$ cat src/rtl/wdog_pkg.sv
package wdog_pkg;

    localparam int CTRL_W      = 12;
    localparam int B_CLKSEL    = 10;
    localparam int B_FRZ       = 9;
    localparam int B_EN        = 7;
    localparam int B_IE        = 6;
    localparam int B_ISEL      = 4;
    localparam int B_IF        = 3;
    localparam int B_RF        = 2;
    localparam int B_RE        = 1;
    localparam int B_RESTART   = 0;

    typedef struct packed {
        logic [1:0] clk_sel;
        logic       frz;
        logic       en;
        logic       ie;
        logic [1:0] isel;
        logic       iflag;
        logic       re;
    } core_regs_t;

    typedef struct packed {
        logic rflag;
        logic rst_out;
    } sticky_regs_t;

    localparam core_regs_t CORE_RST = '{clk_sel: 2'd1, default: '0};

    // log2 of the prescaler division for each clock select code
    function automatic int div_shift(input logic [1:0] sel);
        case (sel)
            2'd0:    return 0;
            2'd1:    return 8;
            2'd2:    return 11;
            default: return 16;
        endcase
    endfunction

endpackage

$ cat src/rtl/wdog_prescale.sv
module wdog_prescale #(
    parameter int PS_W = 16
) (
    input  logic       clk,
    input  logic       rst_n,
    input  logic       run,
    input  logic       clear,
    input  logic [1:0] sel,
    output logic       tick
);
    import wdog_pkg::*;

    logic [PS_W-1:0] pre_d, pre_q;
    logic [PS_W:0]   lim;

    always_comb begin
        lim  = ((PS_W+1)'(1) << div_shift(sel)) - (PS_W+1)'(1);
        tick = run && ({1'b0, pre_q} >= lim);
        pre_d = pre_q;
        if (clear) begin
            pre_d = '0;
        end else if (run) begin
            pre_d = tick ? '0 : pre_q + PS_W'(1);
        end
    end

    always_ff @(posedge clk or negedge rst_n) begin
        if (!rst_n) pre_q <= '0;
        else        pre_q <= pre_d;
    end

endmodule

$ cat src/rtl/wdog_count.sv
module wdog_count #(
    parameter int               CNT_W   = 21,
    parameter logic [CNT_W-1:0] RST_VAL = '0
) (
    input  logic             clk,
    input  logic             rst_n,
    input  logic             tick,
    input  logic             load,
    input  logic [CNT_W-1:0] load_val,
    output logic             expire
);
    logic [CNT_W-1:0] cnt_d, cnt_q;

    always_comb begin
        expire = tick && (cnt_q == CNT_W'(1));
        cnt_d  = cnt_q;
        if (load) begin
            cnt_d = load_val;
        end else if (tick && (cnt_q != '0)) begin
            cnt_d = cnt_q - CNT_W'(1);
        end
    end

    always_ff @(posedge clk or negedge rst_n) begin
        if (!rst_n) cnt_q <= RST_VAL;
        else        cnt_q <= cnt_d;
    end

endmodule

$ cat src/rtl/wdog_ctl.sv
module wdog_ctl #(
    parameter int BASE_SHIFT = 14,
    parameter int GRACE      = 1024,
    parameter int CNT_W      = 21
) (
    input  logic                       clk,
    input  logic                       por_n,
    input  logic                       rst_n,
    input  logic                       core_rst_n,
    input  logic                       dbg_halt,
    input  logic                       wr_en,
    input  logic [wdog_pkg::CTRL_W-1:0] wr_data,
    input  logic                       expire,
    output logic                       run,
    output logic [1:0]                 clk_sel,
    output logic                       load,
    output logic [CNT_W-1:0]           load_val,
    output logic [wdog_pkg::CTRL_W-1:0] ctrl_rd,
    output logic                       irq_o,
    output logic                       sys_rst_o
);
    import wdog_pkg::*;

    localparam logic [CNT_W-1:0] ONE       = CNT_W'(1);
    localparam logic [CNT_W-1:0] GRACE_CNT = CNT_W'(GRACE);

    core_regs_t   core_d, core_q;
    sticky_regs_t st_d, st_q;
    logic         wr_ok, restart;
    logic         unused_rsvd;

    assign unused_rsvd = wr_data[8];

    always_comb begin
        core_d   = core_q;
        st_d     = st_q;
        load     = 1'b0;
        load_val = '0;
        wr_ok    = wr_en && rst_n;
        restart  = wr_ok && wr_data[B_RESTART];

        if (wr_ok) begin
            core_d.clk_sel = wr_data[B_CLKSEL +: 2];
            core_d.frz     = wr_data[B_FRZ];
            core_d.en      = wr_data[B_EN];
            core_d.ie      = wr_data[B_IE];
            core_d.isel    = wr_data[B_ISEL +: 2];
            core_d.re      = wr_data[B_RE];
            core_d.iflag   = core_q.iflag & ~wr_data[B_IF];
            st_d.rflag     = st_q.rflag   & ~wr_data[B_RF];
        end

        // expiry is judged on the state before this cycle's write
        if (restart) begin
            load     = 1'b1;
            load_val = ONE << (BASE_SHIFT + 2 * int'(core_d.isel));
        end else if (expire) begin
            if (!core_q.iflag) begin
                core_d.iflag = 1'b1;
                load         = 1'b1;
                load_val     = GRACE_CNT;
            end else if (core_q.re) begin
                st_d.rflag   = 1'b1;
                st_d.rst_out = 1'b1;
            end
        end
    end

    always_ff @(posedge clk or negedge core_rst_n) begin
        if (!core_rst_n) core_q <= CORE_RST;
        else             core_q <= core_d;
    end

    always_ff @(posedge clk or negedge por_n) begin
        if (!por_n) st_q <= '0;
        else        st_q <= st_d;
    end

    assign run       = core_q.en && !(core_q.frz && dbg_halt);
    assign clk_sel   = core_q.clk_sel;
    assign irq_o     = core_q.iflag && core_q.ie;
    assign sys_rst_o = st_q.rst_out;
    assign ctrl_rd   = {core_q.clk_sel, core_q.frz, 1'b0, core_q.en, core_q.ie,
                        core_q.isel, core_q.iflag, st_q.rflag, core_q.re, 1'b0};

endmodule

$ cat src/rtl/stage_wdog.sv
module stage_wdog #(
    parameter int BASE_SHIFT = 14,
    parameter int GRACE      = 1024,
    parameter int PS_W       = 16
) (
    input  logic        clk,
    input  logic        por_n,
    input  logic        rst_n,
    input  logic        dbg_halt,
    input  logic        wr_en,
    input  logic [11:0] wr_data,
    output logic [11:0] ctrl_rd,
    output logic        irq_o,
    output logic        sys_rst_o
);
    localparam int CNT_W = (BASE_SHIFT + 7 > 12) ? BASE_SHIFT + 7 : 12;
    localparam logic [CNT_W-1:0] CNT_RST = CNT_W'(1) << BASE_SHIFT;

    logic             core_rst_n;
    logic             run, tick, load, expire;
    logic [1:0]       clk_sel;
    logic [CNT_W-1:0] load_val;

    assign core_rst_n = por_n & rst_n;

    wdog_prescale #(.PS_W(PS_W)) u_pre (
        .clk   (clk),
        .rst_n (core_rst_n),
        .run   (run),
        .clear (load),
        .sel   (clk_sel),
        .tick  (tick)
    );

    wdog_count #(.CNT_W(CNT_W), .RST_VAL(CNT_RST)) u_cnt (
        .clk      (clk),
        .rst_n    (core_rst_n),
        .tick     (tick),
        .load     (load),
        .load_val (load_val),
        .expire   (expire)
    );

    wdog_ctl #(.BASE_SHIFT(BASE_SHIFT), .GRACE(GRACE), .CNT_W(CNT_W)) u_ctl (
        .clk        (clk),
        .por_n      (por_n),
        .rst_n      (rst_n),
        .core_rst_n (core_rst_n),
        .dbg_halt   (dbg_halt),
        .wr_en      (wr_en),
        .wr_data    (wr_data),
        .expire     (expire),
        .run        (run),
        .clk_sel    (clk_sel),
        .load       (load),
        .load_val   (load_val),
        .ctrl_rd    (ctrl_rd),
        .irq_o      (irq_o),
        .sys_rst_o  (sys_rst_o)
    );

endmodule

$ cat config.mk
export PLATFORM = sky130hd
export DESIGN_NAME = stage_wdog
export DESIGN_NICKNAME = d
export VERILOG_FILES = /design/src/rtl/wdog_pkg.sv /design/src/rtl/wdog_prescale.sv /design/src/rtl/wdog_count.sv /design/src/rtl/wdog_ctl.sv /design/src/rtl/stage_wdog.sv
export SDC_FILE = /design/constraint.sdc
export NUM_CORES = 1
export LEC_CHECK = 0
export CORE_MARGIN = 3
export CORE_UTILIZATION = 30
export CTS_CLUSTER_SIZE = 14
export DETAILED_ROUTE_END_ITERATION = 7
export PLACE_DENSITY = 0.56
export RECOVER_POWER = 25
export SETUP_SLACK_MARGIN = 0.05
export SLEW_MARGIN = 5
export SYNTH_ARGS = -nofsm -noshare
export SYNTH_HDL_FRONTEND = slang
export SYNTH_SLANG_ARGS = --single-unit
export TNS_END_PERCENT = 30
$ cat constraint.sdc
create_clock -name clk -period 3.6 [get_ports clk]
set_clock_uncertainty 0.1 [all_clocks]
set_input_delay 1.08 -clock clk [delete_from_list [all_inputs] [get_ports clk]]
set_output_delay 1.08 -clock clk [all_outputs]
set_load 0.01 [all_outputs]
==> out/qor.csv, run 1 <==
metric,value,unit
status,finished clean,
htree_num_levels,2,
worstMarginPinSlew,1.08,ns
async_flop_share,100,%
syn-cell-area,2900,um^2
finalSetupViolCount,0,
relSlewSlack,27.7,%
die_height,104,um
wl_per_cell,14.0,um
layout.nets,373,
finalHoldViolations,0,
required,3.73,ns
max-vdd-ir-drop,0.216,mV
synth_top_area_cell,dfrtp_1,
die-area,10900,um^2
rr_startpoint,u_ctl.clk_sel[0],
synth.top_cell.area_share,39.7,%
row_count,35,
pin_count,31,
clkLatencyLatePin,0.31,ns
drive_gt1_share,9.14,%
antenna_cells,0,
crit_fanout,6,
fin_crit_sh,88.6,%
yosysWarnings,0,
ant_nets,0,
area_growth,18.7,%
path_buf_inv,0,
gp_congestion,0.785,
synth-main-ff-cell,dfrtp_1,
yosysSeqAreaShare,41.6,%
fin_cells,468,
mostFrequentLayoutCell,dfrtp_1,
dp_hpwl,4750,um
place_inst,460,
maxCapViolations,0,
startpoint,u_ctl.clk_sel[0],
critPathMaxStageDelay,0.62,ns
yosysUniqueCellTypes,51,
overflow,0,
layout_common_cells,"dfrtp_1, nand2_1, nor2_1, clkdlybuf4s50_1, ha_1",
critical-path-slowest-cell,or4b_2,
cts.repair.resized,0,
path_clk_slew,0.10,ns
dr.pass1.iters,4,
ys_ff_latch,48,
arrival,3.32,ns
cts_hold_buf,0,
worstSetupEndpointType,flip-flop,
drtIter0Drc,124,
cts_buffers,5,
drc,0,
portBuffers,27,
routed_wl,6530,um
power.leakage,1.48,nW
rsz0062_at_grt,no,
antenna_found_initial,0,
critPathKind,flip-flop to flip-flop,
hold_class,flip-flop to flip-flop,
utilization,36.9,%
crit_chain,nand2_1 > ha_1 > nand4_1 > nor4_1 > a211oi_1 > nor4_1 > nor2_4 > or4b_2 > a21oi_1,
crit_path_start_kind,flip-flop,
min_period,3.19,ns
core,9330,um^2
grt_max_degree,31,
die_width,104,um
cts_setup_buffers,0,
start_util,31.1,%
crit_family,simple AND/OR/NAND/NOR gates,
synth_edf_count,0,
track_usage,12.6,%
cts_tree,yes,
power_per_cell_area,589,nW/um^2
synth.area.top_cells,"dfrtp_1, ha_1, nand2_1, nor2_1, or3_1",
nFillCells,961,
root_buffer,clkbuf_8,
cpMostUsedCell,nor4_1,
min_from,u_ctl.sys_rst_o,
viasPerCell,5.09,
grt_pass1_wl,11500,um
tns,0,ns
max_freq,0.314,GHz
syn_avg_cell_area,9.40,um^2
synth_cells,308,
cts_buffer_depth,2,
grt_pass1_vias,2406,
vias,2381,
cts.sinks,48,
slew_violations,0,
stage by stage:
stage | hold slack [ns] | area (um^2) | power (W) | setup slack (ns)
after global routing | 0.427 | 3440 | 0.00220 | 0.113
after global placement | 0.349 | 3320 | 0.00155 | 0.204
after floorplan | 0.397 | 2900 | 0.00135 | 0.635
after detailed placement | 0.367 | 3320 | 0.00157 | 0.158
after CTS | 0.393 | 3460 | 0.00206 | 0.383
final | 0.382 | 3440 | 0.00203 | 0.410
path summary, 6_finish.rpt:
kind | endpoint | slack [ns] | cells after the start
worst min register to register | u_ctl.sys_rst_o | 0.38 | 1
worst max register to register | u_cnt.cnt_q[3] | 0.41 | 9
min in group asynchronous | u_ctl.ctrl_rd[2] | 0.90 | 1
worst max-delay path | u_cnt.cnt_q[3] | 0.41 | 9
max in group asynchronous | u_cnt.cnt_q[9] | 0.51 | 3
worst min-delay path | u_ctl.sys_rst_o | 0.38 | 1
cell families (layout without fill, tap and decap cells):
kind of cell / count (synthesis) / after routing / synth area share (%)
buf+inv: 21 / 51 / 3.76
compound gates: 61 / 61 / 13.7
other cells: 1 / 2 / 0.129
xor+xnor: 15 / 15 / 4.54
flops: 48 / 48 / 41.6
mux: 10 / 10 / 3.76
fa+ha+maj: 18 / 18 / 7.78
simple gates: 134 / 134 / 24.8
per-layer routing:
metal	share of wire [%]	up-vias	routed length, um	global-route usage [%]
li1	-	1186	-	-
met3	3.2	4	209	1.86
met4	0.93	0	61	4.94
met2	47	40	3040	19.9
met1	49	1151	3220	17.4
met5	0	-	0	0
synthesized netlist by cell type, types with 2 or more instances:
cell type / n
a211oi_1: 4
nor4_1: 5
inv_1: 9
nor3_1: 6
ha_1: 18
o211ai_1: 3
a32oi_1: 2
o311ai_0: 2
a21oi_1: 17
o21ai_0: 7
nand3b_1: 5
nand2_1: 28
or3_1: 14
mux2_2: 7
buf_2: 3
a211o_1: 2
and3_1: 5
a21o_1: 2
nand4_1: 8
a2bb2oi_1: 2
clkbuf_1: 4
o31ai_1: 2
dfstp_2: 2
xnor2_1: 5
or4_1: 6
nor2b_1: 2
o21ai_1: 7
a31oi_1: 4
or2_2: 2
mux2i_1: 3
and2_1: 4
nor4b_1: 2
buf_4: 3
nor2_1: 27
dfrtp_1: 46
buf_6: 2
xor2_1: 10
nand3_1: 15
cell type report:
class | instances | area [um^2] | area share, %
multi-input cells | 240 | 1590 | 46.2
flip-flops and latches | 48 | 1200 | 35.0
inverters | 9 | 33.8 | 0.982
repair buffers | 34 | 320 | 9.31
clock inverters | 2 | 60.1 | 1.75
clock buffers | 6 | 72.6 | 2.11
well taps | 129 | 161 | 4.69
power by group:
group,leakage [nW],switching [W],total [W],internal [W]
sequential,0.636,0.000135,0.000796,0.000661
clock,0.0654,0.000190,0.000468,0.000278
combinational,0.779,0.000434,0.000763,0.000329
total,1.48,0.000759,0.00203,0.00127
flip-flops by register name, indices dropped and copies added (netlist names):
name and cells:
u_ctl.sys_rst_o 1, u_cnt.cnt_q 21, u_pre.pre_q 16, u_ctl.ctrl_rd 8
u_ctl.clk_sel 2
No activity file was read; power rests on OpenSTA's default activity.
==> inputs of run 2 (changes only) <==
- PLACE_DENSITY: 0.56 -> 0.55
- SYNTH_HIERARCHICAL: not set -> 1
==> out/qor.csv, run 2 <==
metric,value,unit,change
synth-main-ff-cell,dfrtp_1,,unchanged
min_period,3.66,ns,was 3.19 ns
regMostFlops,u_cnt/cnt_q,,was u_cnt.cnt_q
finalSetupViolCount,3,,was 0
viasPerCell,5.16,,was 5.09
max_freq,0.273,GHz,was 0.314 GHz
switchingPower,0.000574,W,was 0.000759 W
min_from,u_ctl/ctrl_rd[2],,was u_ctl.sys_rst_o
drive_gt1_share,27.7,%,was 9.14%
grt_pass1_wl,14800,um,"was 11,500 um"
r2r-end,u_cnt/cnt_q[11],,was u_cnt.cnt_q[3]
antenna_cells,0,,unchanged
max-vdd-ir-drop,0.228,mV,was 0.216 mV
gp_congestion,0.822,,was 0.785
grt_max_degree,47,,was 31
finalHoldViolations,0,,unchanged
ys_ff_latch,48,,unchanged
core,10900,um^2,was 9330 um^2
pwr-share-comb,26.8,%,was 37.6%
cts_tree,yes,,unchanged
synth_common_cells,"dfrtp_1, nor2_1, nand2_1",,"was dfrtp_1, nand2_1, nor2_1"
die_height,112,um,was 104 um
routed_wl,8590,um,was 6530 um
die-area,12600,um^2,"was 10,900 um^2"
power_per_cell_area,384,nW/um^2,was 589 nW/um^2
p_clk_share,32.5,%,was 23.1%
async_flop_share,100,%,unchanged
crit_chain,nor2_4 > ha_4 > a21oi_2 > o21a_1 > a2111o_1 > o31ai_4 > buf_4 > or4b_4 > or4_4 > or4_1 > nand3_1,,was nand2_1 > ha_1 > nand4_1 > nor4_1 > a211oi_1 > nor4_1 > nor2_4 > or4b_2 > a21oi_1
switching_share,32.8,%,was 37.5%
cellInternalPower,0.00118,W,was 0.00127 W
critical-path-slowest-cell,dfstp_2,,was or4b_2
drc,0,,unchanged
cts_hold_buf,0,,unchanged
critPathMaxStageDelay,0.60,ns,was 0.62 ns
clkLatencyLatePin,0.29,ns,was 0.31 ns
power.leakage,1.88,nW,was 1.48 nW
failed_checks,setup timing,,
die_width,112,um,was 104 um
yosysSeqAreaShare,35.4,%,was 41.6%
grt_pass1_vias,3038,,"was 2,406"
yosysUniqueCellTypes,68,,was 51
rsz0062_at_grt,yes,,was no
layout.nets,490,,was 373
ant_nets,0,,unchanged
synth.most_common_cell,dfrtp_1,,unchanged
syn-cell-area,3400,um^2,was 2900 um^2
p_total,0.00175,W,was 0.00203 W
arrival,3.79,ns,was 3.32 ns
fin_crit_sh,102,%,was 88.6%
crit_family,simple AND/OR/NAND/NOR gates,,unchanged
overflow,0,,unchanged
hold_class,flip-flop to flip-flop,,unchanged
layout_common_cells,"buf_4, dfrtp_1, nor2_1, nand2_1, clkdlybuf4s50_1",,"was dfrtp_1, nand2_1, nor2_1, clkdlybuf4s50_1, ha_1"
mostFrequentLayoutCell,buf_4,,was dfrtp_1
fin_ws,-0.0625,ns,was 0.410 ns
vias,3071,,"was 2,381"
grt-busiest-layer,met2,,unchanged
cts_buffers,5,,unchanged
whs_path_depth,1,,unchanged
root_buffer,clkbuf_16,,was clkbuf_8
track_usage,14.0,%,was 12.6%
slew_violations,0,,unchanged
drtIter0Drc,121,,was 124
utilization,41.7,%,was 36.9%
status,"finished, violations left",,was finished clean
antenna_found_initial,0,,unchanged
pin_count,31,,unchanged
area_growth,34.0,%,was 18.7%
rr_startpoint,u_ctl/clk_sel[0],,was u_ctl.clk_sel[0]
path_clk_slew,0.07,ns,was 0.10 ns
worstMarginPinSlew,1.22,ns,was 1.08 ns
synth.area.top_cells,"dfrtp_1, ha_1, buf_4, nor2_1, nand2_1",,"was dfrtp_1, ha_1, nand2_1, nor2_1, or3_1"
reg2reg_depth,11,,was 9
path_buf_inv,1,,was 0
met3_usage,2.75,%,was 1.86%
use_met2,22.7,%,was 19.9%
critPathKind,flip-flop to flip-flop,,unchanged
synth_top_area_cell,dfrtp_1,,unchanged
yosysWarnings,6,,was 0
start_util,31.1,%,about the same
synth.top_cell.area_share,33.8,%,was 39.7%
cts.sinks,48,,unchanged
grtUsageMet1,19.4,%,was 17.4%
portBuffers,27,,unchanged
crit_path_start_kind,flip-flop,,unchanged
row_count,38,,was 35
largest_reg_flops,21,,unchanged
syn_avg_cell_area,9.00,um^2,was 9.40 um^2
relSlewSlack,18.4,%,was 27.7%
whs_endpoint,u_ctl/ctrl_rd[2],,was u_ctl.sys_rst_o
rrSetupSlack,-0.06,ns,was 0.41 ns
dp_hpwl,6090,um,was 4750 um
synth_edf_count,0,,unchanged
worstSetupEndpointType,flip-flop,,unchanged
hold_slack,0.393,ns,was 0.382 ns
seq_power_share,40.7,%,was 39.3%
synth_cells,378,,was 308
htree_num_levels,2,,unchanged
crit_fanout,4,,was 6
cts_buffer_depth,2,,unchanged
maxCapViolations,0,,unchanged
wl_per_cell,14.4,um,was 14.0 um
dr.pass1.iters,6,,was 4
required,3.73,ns,about the same
[run 2: changes by cell type after synthesis, sizes merged, moves of 5 or more]
cell	before	now
or3	14	2
nor2	29	41
clkbuf	4	10
buf	8	23
o31ai	2	8
or4	6	11
nand2	28	33
nor3	6	16
o2111ai	0	7
nand3	15	20
[run 2: repair_timing]
action / in CTS / in global routing
setup buffers: 11 / 7
endpoints found under the setup margin: 37 / 37
resized for setup: 22 / 29
pin swaps: 9 / 22
cloned: 0 / 0
[run 2: area by class of cell]
type / instances / area, um^2
fillers: 1073 / 6380
multi-input cells: 301 / 2190
flip-flops and latches: 48 / 1200
repair buffers: 85 / 748
well taps: 140 / 175
clock buffers: 5 / 125
inverters: 13 / 61.3
clock inverters: 3 / 50.0
[run 2: power groups by stage]
stage / sequential (W) / clock [W] / combinational, W
2_1_floorplan: 0.000691 / 0 / 0.000308
6_report: 0.000712 / 0.000569 / 0.000470
3_5_place_dp: 0.000717 / 0 / 0.000438
4_1_cts: 0.000710 / 0.000587 / 0.000459
3_3_place_gp: 0.000714 / 0 / 0.000430
5_1_grt: 0.000728 / 0.000613 / 0.000526
[run 2: cell families (layout without fill, tap and decap cells)]
| kind of cell | after synthesis | in the layout | synth area share [%] |
|---|---|---|---|
| and+or+nand+nor | 168 | 168 | 26.6 |
| adders and majority gates | 19 | 19 | 6.99 |
| AOI/OAI and AO/OA | 79 | 79 | 18.4 |
| xor gates and xnor gates | 9 | 9 | 2.32 |
| buffers and inverters | 46 | 106 | 7.62 |
| DFF | 48 | 48 | 35.4 |
| muxes | 8 | 8 | 2.65 |
| other | 1 | 18 | 0.110 |
[run 2: worst max path at each step]
| stage | startpoint | endpoint | slack (ns) | cells past startpoint |
|---|---|---|---|---|
| after global placement | dbg_halt | u_cnt/cnt_q[17] | -0.35 | 14 |
| after CTS | u_ctl/clk_sel[0] | u_cnt/cnt_q[11] | -0.10 | 11 |
| after global routing | u_ctl/clk_sel[0] | u_cnt/cnt_q[17] | -0.23 | 15 |
| after detailed placement | dbg_halt | u_cnt/cnt_q[17] | -0.41 | 14 |
| after floorplan | u_ctl/clk_sel[0] | u_cnt/cnt_q[0] | -0.46 | 17 |
| final | u_ctl/clk_sel[0] | u_cnt/cnt_q[11] | -0.06 | 11 |
[run 2: routing by layer]
layer | part of all wire (%) | vias to the layer above
li1 | - | 1548
met1 | 48 | 1486
met2 | 50 | 31
met3 | 2.1 | 6
met4 | 0.59 | 0
met5 | 0 | -
[run 2: per-stage QoR]
stage / instance area (um^2) / TNS, ns / setup WS, ns / instances
final: 4560 / -0.106 / -0.0625 / 595
after global routing: 4560 / -2.83 / -0.228 / 595
after CTS: 4420 / -0.332 / -0.102 / 588
after detailed placement: 4080 / -9.72 / -0.405 / 569
after global placement: 4080 / -8.18 / -0.355 / 569
after floorplan: 3560 / -9.40 / -0.457 / 395
==> inputs of run 3 (changes only) <==
- ABC_AREA: not set -> 0
- CELL_PAD_IN_SITES_DETAIL_PLACEMENT: not set -> 0
- CELL_PAD_IN_SITES_GLOBAL_PLACEMENT: not set -> 1
- PLACE_DENSITY: 0.55 -> 0.66
==> out/qor.csv, run 3 (synthesis gave the netlist of run 2 again) <==
metric,value,unit,change
layout.nets,497,,was 490
fin_area,4630,um^2,was 4560 um^2
die_width,112,um,unchanged
drc,0,,unchanged
tns,-1.60,ns,was -0.106 ns
drive_gt1_share,28.4,%,was 27.7%
clkLatencyLatePin,0.29,ns,about the same
drtIter0Drc,177,,was 121
portBuffers,27,,unchanged
crit_chain,buf_6 > nor2_4 > buf_4 > ha_1 > nand2_1 > o311a_4 > o31ai_4 > buf_4 > buf_6 > or4b_4 > or4_4 > or4_1 > nand3_1,,was nor2_4 > ha_4 > a21oi_2 > o21a_1 > a2111o_1 > o31ai_4 > buf_4 > or4b_4 > or4_4 > or4_1 > nand3_1
path_clk_slew,0.07,ns,about the same
root_buffer,clkbuf_16,,unchanged
critPathKind,flip-flop to flip-flop,,unchanged
placed_area,4110,um^2,was 4080 um^2
pwr-share-comb,27.7,%,was 26.8%
grt_pass1_vias,2946,,"was 3,038"
finalHoldViolations,0,,unchanged
switchingPower,0.000571,W,was 0.000574 W
cellInternalPower,0.00118,W,about the same
critPathMaxStageDelay,0.59,ns,was 0.60 ns
viasPerCell,5.14,,was 5.16
worstSetupEndpointType,flip-flop,,unchanged
multiInputGateArea,2200,um^2,was 2190 um^2
area_growth,36.2,%,was 34.0%
start_util,31.1,%,unchanged
hold_class,flip-flop to flip-flop,,unchanged
max-vdd-ir-drop,0.208,mV,was 0.228 mV
ant_nets,0,,unchanged
die_height,112,um,unchanged
largest_reg_flops,21,,unchanged
cts_hold_buf,0,,unchanged
rsz0062_at_grt,yes,,unchanged
fin_crit_sh,105,%,was 102%
grt_pass1_wl,14600,um,"was 14,800 um"
cts_buffer_depth,2,,unchanged
track_usage,14.0,%,about the same
max_freq,0.264,GHz,was 0.273 GHz
dr.max_layer_used,met4,,unchanged
crit_fanout,3,,was 4
core,10900,um^2,unchanged
routed_wl,8920,um,was 8590 um
die-area,12600,um^2,unchanged
worstMarginPinSlew,1.21,ns,was 1.22 ns
cts.sinks,48,,unchanged
wl_met1,4090,um,was 4080 um
dr_wl_met3,202,um,was 182 um
overflow,0,,unchanged
cts_buffers,5,,unchanged
pin_count,31,,unchanged
crit_path_start_kind,flip-flop,,unchanged
power.leakage,1.96,nW,was 1.88 nW
maxCapViolations,0,,unchanged
wl_per_cell,14.8,um,was 14.4 um
required,3.73,ns,about the same
row_count,38,,unchanged
ff_latch_area,1200,um^2,unchanged
utilization,42.3,%,was 41.7%
wl_met2,4560,um,was 4270 um
htree_num_levels,2,,unchanged
dr.pass1.iters,4,,was 6
critical-path-slowest-cell,dfstp_2,,unchanged
p_clk_share,31.7,%,was 32.5%
mostFrequentLayoutCell,buf_4,,unchanged
seq_power_share,40.6,%,was 40.7%
dp_hpwl,6370,um,was 6090 um
nFillCells,1078,,"was 1,073"
switching_share,32.6,%,was 32.8%
antenna_cells,0,,unchanged
relSlewSlack,19.3,%,was 18.4%
power_per_cell_area,378,nW/um^2,was 384 nW/um^2
arrival,3.92,ns,was 3.79 ns
min_period,3.79,ns,was 3.66 ns
failed_checks,setup timing,,unchanged
status,"finished, violations left",,unchanged
gp_congestion,0.797,,was 0.822
grt_max_degree,47,,unchanged
cts_tree,yes,,unchanged
hold_slack,0.371,ns,was 0.393 ns
regMostFlops,u_cnt/cnt_q,,unchanged
antenna_found_initial,0,,unchanged
crit_family,simple AND/OR/NAND/NOR gates,,unchanged
finalSetupViolCount,19,,was 3
layout_common_cells,"buf_4, dfrtp_1, nor2_1, nand2_1, clkdlybuf4s50_1",,unchanged
vias,3096,,"was 3,071"
slew_violations,0,,unchanged
fin_ws,-0.186,ns,was -0.0625 ns
path_buf_inv,4,,was 1
-- run 3: cell count changes in the layout (fill, tap and decap cells not counted), moves of 2 or more --
cell | previous run | this run
o2111ai_1 | 4 | 6
buf_12 | 0 | 2
buf_4 | 46 | 49
o2111ai_2 | 3 | 1
-- run 3: power by group through the flow --
| stage | Sequential, W | Combinational (W) | Clock, W |
|---|---|---|---|
| 6_report | 0.000710 | 0.000484 | 0.000555 |
| 5_1_grt | 0.000727 | 0.000537 | 0.000594 |
| 4_1_cts | 0.000706 | 0.000460 | 0.000575 |
| 3_5_place_dp | 0.000716 | 0.000443 | 0 |
| 3_3_place_gp | 0.000715 | 0.000429 | 0 |
| 2_1_floorplan | 0.000691 | 0.000308 | 0 |
-- run 3: layout make-up --
class	count	share of cell area, %
Multi-Input combinational cell	302	47.5
Sequential cell	48	26.0
Timing Repair Buffer	91	17.8
Tap cell	140	3.78
Clock buffer	5	2.70
Inverter	13	1.27
Clock inverter	3	1.00
-- run 3: metal layers --
layer | vias to the layer above | GRT usage [%]
li1 | 1562 | -
met1 | 1497 | 18.9
met2 | 33 | 23.4
met3 | 4 | 2.21
met4 | 0 | 3.93
met5 | - | 0
-- run 3: per-stage QoR --
stage	setup slack (ns)	power (W)	std cells
finish	-0.186	0.00175	602
global route	-0.310	0.00186	602
CTS	-0.162	0.00174	592
detailed placement	-0.466	0.00116	575
global placement	-0.422	0.00114	575
floorplan	-0.457	0.000999	395
-- run 3: what timing repair did --
item,CTS,global route
gates cloned,0,1
endpoints found under the setup margin,37,38
buffers inserted,9,12
gates resized for setup,23,28
pin swaps,17,12
-- run 3: final timing paths --
check / startpoint / endpoint / slack (ns) / cells past startpoint
setup / recovery: u_ctl/clk_sel[0] / u_cnt/cnt_q[11] / -0.19 / 13
hold / removal: u_ctl/sys_rst_o / u_ctl/sys_rst_o / 0.37 / 1
setup reg to reg: u_ctl/clk_sel[0] / u_cnt/cnt_q[11] / -0.19 / 13
hold reg to reg: u_ctl/sys_rst_o / u_ctl/sys_rst_o / 0.37 / 1
max in group asynchronous: rst_n / u_ctl/clk_sel[1] / 0.86 / 3
min in group asynchronous: por_n / u_ctl/sys_rst_o / 0.92 / 1
